**src/rtl/alu_pkg.sv**
```systemverilog
// Shared types for the bit-sliced ALU: the opcode map, the per-cell
// output selector and the decoded control bundle.
package alu_pkg;

    typedef enum logic [2:0] {
        OP_AND  = 3'b000,
        OP_OR   = 3'b001,
        OP_ADD  = 3'b010,
        OP_SUB  = 3'b011,
        OP_SLT  = 3'b100,
        OP_NOTA = 3'b101,
        OP_ADDU = 3'b110,
        OP_SUBU = 3'b111
    } opcode_e;

    typedef enum logic [2:0] {
        SEL_AND  = 3'd0,
        SEL_OR   = 3'd1,
        SEL_SUM  = 3'd2,
        SEL_NOTA = 3'd3,
        SEL_LESS = 3'd4
    } cell_sel_e;

    typedef struct packed {
        cell_sel_e sel;        // what every cell drives to its result bit
        logic      b_invert;   // invert B and inject carry-in of 1
        logic      chk_signed; // overflow by sign mismatch
        logic      chk_unsigned; // overflow by final carry
    } alu_ctrl_t;

endpackage

```
**src/rtl/alu_ctrl.sv**
```systemverilog
// Opcode decoder. Maps the 3-bit opcode onto the cell selector, the
// subtract control and the choice of overflow rule.
// Assumes: none; every opcode value is defined.
module alu_ctrl
    import alu_pkg::*;
(
    input  logic [2:0] op_i,
    output alu_ctrl_t  ctrl_o
);

    // Decode the opcode into the control bundle.
    always_comb begin
        ctrl_o = '{sel: SEL_AND, b_invert: 1'b0, chk_signed: 1'b0, chk_unsigned: 1'b0};
        unique case (opcode_e'(op_i))
            OP_AND:  ctrl_o.sel = SEL_AND;
            OP_OR:   ctrl_o.sel = SEL_OR;
            OP_ADD:  begin ctrl_o.sel = SEL_SUM; ctrl_o.chk_signed = 1'b1; end
            OP_SUB:  begin ctrl_o.sel = SEL_SUM; ctrl_o.b_invert = 1'b1; ctrl_o.chk_signed = 1'b1; end
            OP_SLT:  begin ctrl_o.sel = SEL_LESS; ctrl_o.b_invert = 1'b1; end
            OP_NOTA: ctrl_o.sel = SEL_NOTA;
            OP_ADDU: begin ctrl_o.sel = SEL_SUM; ctrl_o.chk_unsigned = 1'b1; end
            OP_SUBU: begin ctrl_o.sel = SEL_SUM; ctrl_o.b_invert = 1'b1; ctrl_o.chk_unsigned = 1'b1; end
            default: ctrl_o.sel = SEL_AND;
        endcase
    end

endmodule

```
**src/rtl/alu_bit_cell.sv**
```systemverilog
// One slice of the ALU: AND, OR, a full adder behind a selectable B
// inverter, and an output selector. Exposes the raw sum, the carry out
// and the adder's effective B bit so the flag unit can inspect the top slice.
// Assumes: less_i is 0 on every slice except bit 0.
module alu_bit_cell
    import alu_pkg::*;
(
    input  logic      a_i,
    input  logic      b_i,
    input  logic      b_invert_i,
    input  logic      cin_i,
    input  logic      less_i,
    input  cell_sel_e sel_i,
    output logic      res_o,
    output logic      sum_o,
    output logic      b_eff_o,
    output logic      cout_o
);

    // Full adder on A and the optionally inverted B.
    always_comb begin
        b_eff_o = b_i ^ b_invert_i;
        sum_o   = a_i ^ b_eff_o ^ cin_i;
        cout_o  = (a_i & b_eff_o) | (cin_i & (a_i ^ b_eff_o));
    end

    // Output selector for this slice.
    always_comb begin
        unique case (sel_i)
            SEL_AND:  res_o = a_i & b_i;
            SEL_OR:   res_o = a_i | b_i;
            SEL_SUM:  res_o = sum_o;
            SEL_NOTA: res_o = ~a_i;
            SEL_LESS: res_o = less_i;
            default:  res_o = 1'b0;
        endcase
    end

endmodule

```
**src/rtl/alu_flag_unit.sv**
```systemverilog
// Overflow and less-than logic fed from the most significant slice.
// Signed rule: both adder inputs share a sign the sum lacks. Unsigned
// rule: the final carry. The less-than bit is sum sign XOR signed overflow.
// Assumes: b_msb_i is taken after the subtract inverter.
module alu_flag_unit (
    input  logic chk_signed_i,
    input  logic chk_unsigned_i,
    input  logic a_msb_i,
    input  logic b_msb_i,
    input  logic s_msb_i,
    input  logic cout_i,
    output logic ovf_o,
    output logic less_o
);

    logic sgn_ovf;

    // Sign-mismatch detector, also used to correct the less-than bit.
    always_comb begin
        sgn_ovf = (a_msb_i & b_msb_i & ~s_msb_i) | (~a_msb_i & ~b_msb_i & s_msb_i);
        less_o  = s_msb_i ^ sgn_ovf;
    end

    // Choose the overflow rule by signedness; other operations report none.
    always_comb begin
        ovf_o = (chk_signed_i & sgn_ovf) | (chk_unsigned_i & cout_i);
    end

endmodule

```
**src/rtl/bitslice_alu.sv**
```systemverilog
// Top of the bit-sliced ALU. WIDTH identical cells share a ripple carry.
// Bit 0's carry-in is the subtract control. The flag unit closes the
// loop to bit 0 for set-less-than.
// Assumes: purely combinational use; no clock or reset in this block.
module bitslice_alu
    import alu_pkg::*;
#(
    parameter int WIDTH = 8
) (
    input  logic [WIDTH-1:0] a_i,
    input  logic [WIDTH-1:0] b_i,
    input  logic [2:0]       op_i,
    output logic [WIDTH-1:0] y_o,
    output logic             carry_o,
    output logic             ovf_o
);

    localparam int MSB = WIDTH - 1;

    alu_ctrl_t        ctrl;
    logic             carry [WIDTH+1];
    logic [WIDTH-1:0] sum;
    logic [WIDTH-1:0] b_eff;
    logic             less_bit;

    alu_ctrl u_ctrl (
        .op_i   (op_i),
        .ctrl_o (ctrl)
    );

    // Carry-in of the chain is 1 when subtracting.
    always_comb carry[0] = ctrl.b_invert;

    for (genvar gi = 0; gi < WIDTH; gi++) begin : g_cell
        logic less_in;
        if (gi == 0) begin : g_lsb
            always_comb less_in = less_bit;
        end else begin : g_upper
            always_comb less_in = 1'b0;
        end
        alu_bit_cell u_cell (
            .a_i        (a_i[gi]),
            .b_i        (b_i[gi]),
            .b_invert_i (ctrl.b_invert),
            .cin_i      (carry[gi]),
            .less_i     (less_in),
            .sel_i      (ctrl.sel),
            .res_o      (y_o[gi]),
            .sum_o      (sum[gi]),
            .b_eff_o    (b_eff[gi]),
            .cout_o     (carry[gi+1])
        );
    end

    alu_flag_unit u_flags (
        .chk_signed_i   (ctrl.chk_signed),
        .chk_unsigned_i (ctrl.chk_unsigned),
        .a_msb_i        (a_i[MSB]),
        .b_msb_i        (b_eff[MSB]),
        .s_msb_i        (sum[MSB]),
        .cout_i         (carry[WIDTH]),
        .ovf_o          (ovf_o),
        .less_o         (less_bit)
    );

    // Final carry goes straight to the port.
    always_comb carry_o = carry[WIDTH];

endmodule

```
**config.mk**
```make
export PLATFORM = sky130hd
export DESIGN_NAME = bitslice_alu
export DESIGN_NICKNAME = d
export VERILOG_FILES = /design/src/rtl/alu_pkg.sv /design/src/rtl/alu_ctrl.sv /design/src/rtl/alu_bit_cell.sv /design/src/rtl/alu_flag_unit.sv /design/src/rtl/bitslice_alu.sv
export SDC_FILE = /design/constraint.sdc
export NUM_CORES = 1
export LEC_CHECK = 0
export ABC_AREA = 1
export BUFFER_PORTS_ARGS = -buffer_cell sky130_fd_sc_hd__buf_2
export CORE_ASPECT_RATIO = 0.75
export CORE_MARGIN = 5
export CORE_UTILIZATION = 47
export DETAILED_ROUTE_END_ITERATION = 12
export PLACE_DENSITY = 0.75
export SLEW_MARGIN = 20
export SYNTH_ARGS = -nofsm -noshare
export SYNTH_HDL_FRONTEND = slang
export SYNTH_HIERARCHICAL = 1
export SYNTH_SLANG_ARGS = --single-unit
```
**constraint.sdc**
```tcl
create_clock -name vclk -period 8.6
set_input_delay 0.86 -clock vclk [all_inputs]
set_output_delay 0.86 -clock vclk [all_outputs]
set_load 0.01 [all_outputs]
```
==> metrics.md, run 1 <==
| Metric | Value |
|---|---|
| Status | finished clean |
| First-pass GRT wire length | 3280 um |
| Most common cell after layout, fill and taps aside | nand2_1 |
| Worst-path maximum fanout | 9 |
| Die Span Y | 47.0 um |
| Hold/Removal Path Class | primary input to output pin |
| FMAX | 144 MHz |
| CP endpoint kind | output pin |
| I/O pin total | 29 |
| Gpl congestion | 0.772 |
| Post-CTS Hold Fix Bufs | 0 |
| Crit path max-delay cell type | fa_1 |
| Clk pwr share | 0 |
| Overall routed net length | 1950 um |
| Total Routing Usage GR | 0.144 |
| YS warnings | 6 |
| Logic pwr share | 1.000 |
| Pint | 35.4 uW |
| Final hold vios | 0 |
| Relative slew slack | 0.296 |
| Largest net degree at the start of global routing | 25 |
| Minimum clock period | 6940 ps |
| Num sequential | 0 |
| Iter 0 DRT Violations | 53 |
| Sw Pwr | 51.1 uW |
| GRT overflow | 0 |
| Chip Width | 59.3 um |
| Seq pwr share | 0 |
| MaxCap Viol Count | 0 |
| Max VDD drop | 0.0528 mV |
| Cell Pwr Density | 81.4 nW/um2 |
| Final number of setup-violating endpoints | 0 |
| Final Power | 86.5 uW |
| Dpl cell area | 1060 um2 |
| Most frequent cells in the layout | nand2_1 (49), inv_1 (40), buf_2 (29) |
| Final Cycle Share | 0.807 |
| Starting Density | 0.493 |
| RSZ-0062 raised after global routing | false |
| Most common cell on crit path | inv_1 |
| Postcts setup bufs | 0 |
| Avg WL per Cell | 8.96 um |
| Critical path class | primary input to output pin |
| Final-report max-slew violation count | 0 |
| Core area | 1740 um2 |
| Placed wire-length estimate | 1590 um |
| Switching Share | 0.591 |
| Least-Margin Pin Slew | 1050 ps |
| Pleak | 0.663 nW |
| Synth Cell Area | 858 um2 |
| Avg Synthesized Cell Area | 5.36 um2 |
| Final nets | 225 |
| Port bufs | 29 |
| Crit path arrival time | 6080 ps |
| CP peak stage delay | 520 ps |
| Reg area | 0 um2 |
| Vias in the first global route | 848 |
| Via count | 988 |
| Mapped Cells | 160 |
| Hold Crit Start | op_i[2] |
| P&R area growth vs syn | 23.9% |
| Post-route cell area | 1060 um2 |
| Crit path launch type | primary input |
| Share of layout cells above drive strength 1 | 0.245 |
| Clock buffers | 0 |
| Via density | 4.53 |
| Post-DRT Antenna Nets | 0 |
| Number of detailed-route iterations in the first pass | 5 |
| Core Rows | 13 |
| Filler instances | 186 |
| Die ar. | 2790 um2 |
| Ant diodes | 0 |
| CP required | 7740 ps |
| DR DRC count | 0 |
| Post-cts resize count | 0 |
| TNS Setup | 0 ps |
| Initial antenna violation count | 0 |
| Worst hold margin | 2120 ps |
| CP startpoint | op_i[1] |
==> stage by stage <==
stage | worst slack [ps] | instances | utilization
5_1_grt | 1330 | 218 | 0.611
6_report | 1660 | 218 | 0.611
4_1_cts | 1630 | 218 | 0.611
2_1_floorplan | 2220 | 166 | -
3_5_place_dp | 1650 | 218 | 0.611
3_3_place_gp | 1740 | 218 | 0.611
==> area by class of cell <==
type,instances,area [um2],area share
inverters,40,150,0.141
multi-input cells,126,733,0.689
well taps,22,27.5,0.0259
repair buffers,30,153,0.144
==> final timing paths <==
check | depth (start not counted) | to | slack, ps
setup / recovery | 33 | y_o[0] | 1660
hold / removal | 5 | ovf_o | 2120
==> metal layers <==
layer | vias to the layer above | global-route usage | routed length, um
met4 | 0 | 0.00905 | 8
met3 | 2 | 0.00275 | 85
met2 | 20 | 0.270 | 935
met1 | 428 | 0.196 | 924
met5 | - | 0 | 0
li1 | 538 | - | -
==> power groups by stage <==
stage / registers [mW] / logic [mW] / clock network (mW)
finish: 0 / 0.0865 / 0
global route: 0 / 0.101 / 0
CTS: 0 / 0.0875 / 0
detailed placement: 0 / 0.0871 / 0
global placement: 0 / 0.0837 / 0
floorplan: 0 / 0.0618 / 0
==> critical path, delay by kind of cell <==
family | cells | cell delay [ps]
buffers and inverters | 17 | 1080
and+or+nand+nor | 6 | 740
AOI/OAI and AO/OA | 1 | 70
adders and majority gates | 8 | 3160
xor gates and xnor gates | 1 | 160
(Power assumes the default switching activity.)
==> inputs of run 2 (changes only) <==
--- a/config.mk
+++ b/config.mk
@@ -11,7 +11,7 @@
 export CORE_MARGIN = 5
 export CORE_UTILIZATION = 47
 export DETAILED_ROUTE_END_ITERATION = 12
-export PLACE_DENSITY = 0.75
+export PLACE_DENSITY = 0.78
 export SLEW_MARGIN = 20
 export SYNTH_ARGS = -nofsm -noshare
 export SYNTH_HDL_FRONTEND = slang
==> constraint.sdc (replaced) <==
create_clock -name vclk -period 6.02
set_input_delay 0.602 -clock vclk [all_inputs]
set_output_delay 0.602 -clock vclk [all_outputs]
set_load 0.01 [all_outputs]
==> metrics.md, run 2 (same netlist as run 1, synthesis figures left out) <==
| Metric | Value |
|---|---|
| Logic pwr share | 1.000 (about the same) |
| Critical path class | primary input to output pin (unchanged) |
| Port bufs | 29 (unchanged) |
| Postcts setup bufs | 0 (unchanged) |
| Dpl cell area | 1090 um2 (was 1060 um2) |
| Filler instances | 163 (was 186) |
| Max VDD drop | 0.0707 mV (was 0.0528 mV) |
| Vias in the first global route | 938 (was 848) |
| Overall routed net length | 2080 um (was 1950 um) |
| Final-report max-slew violation count | 0 (unchanged) |
| I/O pin total | 29 (unchanged) |
| Top delay family on crit path | adder cells (unchanged) |
| Initial antenna violation count | 0 (unchanged) |
| Iter 0 DRT Violations | 50 (was 53) |
| Worst-path maximum fanout | 3 (was 9) |
| Die ar. | 2790 um2 (unchanged) |
| Most common cell on crit path | inv_2 (was inv_1) |
| Number of detailed-route iterations in the first pass | 4 (was 5) |
| Avg WL per Cell | 9.42 um (was 8.96 um) |
| Core Rows | 13 (unchanged) |
| Chip Width | 59.3 um (unchanged) |
| Core area | 1740 um2 (unchanged) |
| Gpl congestion | 0.783 (was 0.772) |
| First-pass GRT wire length | 3570 um (was 3280 um) |
| Num sequential | 0 (unchanged) |
| Via count | 1009 (was 988) |
| Crit path max-delay cell type | fa_1 (unchanged) |
| RSZ-0062 raised after global routing | true (was false) |
| CP peak stage delay | 540 ps (was 520 ps) |
| Die Span Y | 47.0 um (unchanged) |
| Starting Density | 0.493 (unchanged) |
| Via density | 4.57 (was 4.53) |
| Pleak | 0.668 nW (was 0.663 nW) |
| Total Routing Usage GR | 0.158 (was 0.144) |
| Switching Share | 0.581 (was 0.591) |
| P&R area growth vs syn | 29.7% (was 23.9%) |
| Least-Margin Pin Slew | 1070 ps (was 1050 ps) |
| Largest net degree at the start of global routing | 25 (unchanged) |
| Cell Pwr Density | 120 nW/um2 (was 81.4 nW/um2) |
| Post-DRT Antenna Nets | 0 (unchanged) |
| Final nets | 228 (was 225) |
| MaxCap Viol Count | 0 (unchanged) |
| Final number of setup-violating endpoints | 0 (unchanged) |
| Placed wire-length estimate | 1720 um (was 1590 um) |
| Crit path launch type | primary input (unchanged) |
| DR DRC count | 0 (unchanged) |
| Final Power | 133 uW (was 86.5 uW) |
| CP required | 5420 ps (was 7740 ps) |
| Clock buffers | 0 (unchanged) |
| Clk pwr share | 0 (about the same) |
| Relative slew slack | 0.283 (was 0.296) |
| Final Cycle Share | 0.960 |
| Footprint of the multi-input gates | 761 um2 (was 733 um2) |
| Most common cell after layout, fill and taps aside | nand2_1 (unchanged) |
| Post-CTS Hold Fix Bufs | 0 (unchanged) |
| Core Util, Final | 0.640 (was 0.611) |
| Post-route cell area | 1110 um2 (was 1060 um2) |
| CP endpoint kind | output pin (unchanged) |
| Ant diodes | 0 (unchanged) |
| Reg area | 0 um2 (unchanged) |
| Crit path arrival time | 5180 ps (was 6080 ps) |
| FMAX | 173 MHz |
| Minimum clock period | 5780 ps |
| Most frequent cells in the layout | nand2_1 (48), inv_1 (31), buf_2 (29) (was nand2_1 (49), inv_1 (40), buf_2 (29)) |
| Share of layout cells above drive strength 1 | 0.347 (was 0.245) |
| GRT overflow | 0 (unchanged) |
| Hold/Removal Path Class | primary input to output pin (unchanged) |
| Seq pwr share | 0 (about the same) |
| Status | finished clean (unchanged) |
| Worst path bufs/invs | 17 (unchanged) |
| Sw Pwr | 77.5 uW (was 51.1 uW) |
| Final hold vios | 0 (unchanged) |
| Pint | 55.8 uW (was 35.4 uW) |
run 2: repair_timing:
item | in CTS | in global routing
resized for setup | 7 | 11
endpoints found under the hold margin | 0 | 0
setup endpoints to repair | 3 | 3
cloned | 0 | 0
pin swaps | 4 | 11
run 2: path summary, 6_finish.rpt:
| path | from | to | slack, ps | cells after the start |
|---|---|---|---|---|
| setup / recovery | op_i[0] | y_o[0] | 240 | 33 |
| hold / removal | op_i[1] | ovf_o | 1630 | 6 |
run 2: area by class of cell:
type	count	area share
Timing Repair Buffer	33	0.157
Multi-Input combinational cell	126	0.683
Inverter	40	0.135
Tap cell	22	0.0247
run 2: metal layers:
metal	up-vias	global-route usage	routed length (um)
met2	23	0.329	1070
li1	539	-	-
met5	-	0	0
met4	0	0.0181	0
met3	0	0.00549	106
met1	447	0.186	904
run 2: tightest hold or removal path, cell delays in order:
cell     delay, ps
buf_2          110
nand2_1         50
inv_1           40
nand2_1         50
nand2_1         60
buf_2          120
run 2: power by group through the flow:
stage | Clock [mW] | Combinational, mW | Sequential, mW
2_1_floorplan | 0 | 0.0883 | 0
3_3_place_gp | 0 | 0.122 | 0
3_5_place_dp | 0 | 0.128 | 0
4_1_cts | 0 | 0.132 | 0
5_1_grt | 0 | 0.155 | 0
6_report | 0 | 0.133 | 0
run 2: stage by stage:
stage / hold WS (ps) / setup WS [ps] / setup TNS (ps) / cells
final: 1630 / 241 / 0 / 221
after global routing: 1680 / -15.6 / -15.6 / 221
after CTS: 1630 / 29.3 / 0 / 221
after floorplan: 1370 / 158 / 0 / 166
after detailed placement: 1630 / -78.1 / -111 / 221
after global placement: 1620 / 17.6 / 0 / 221
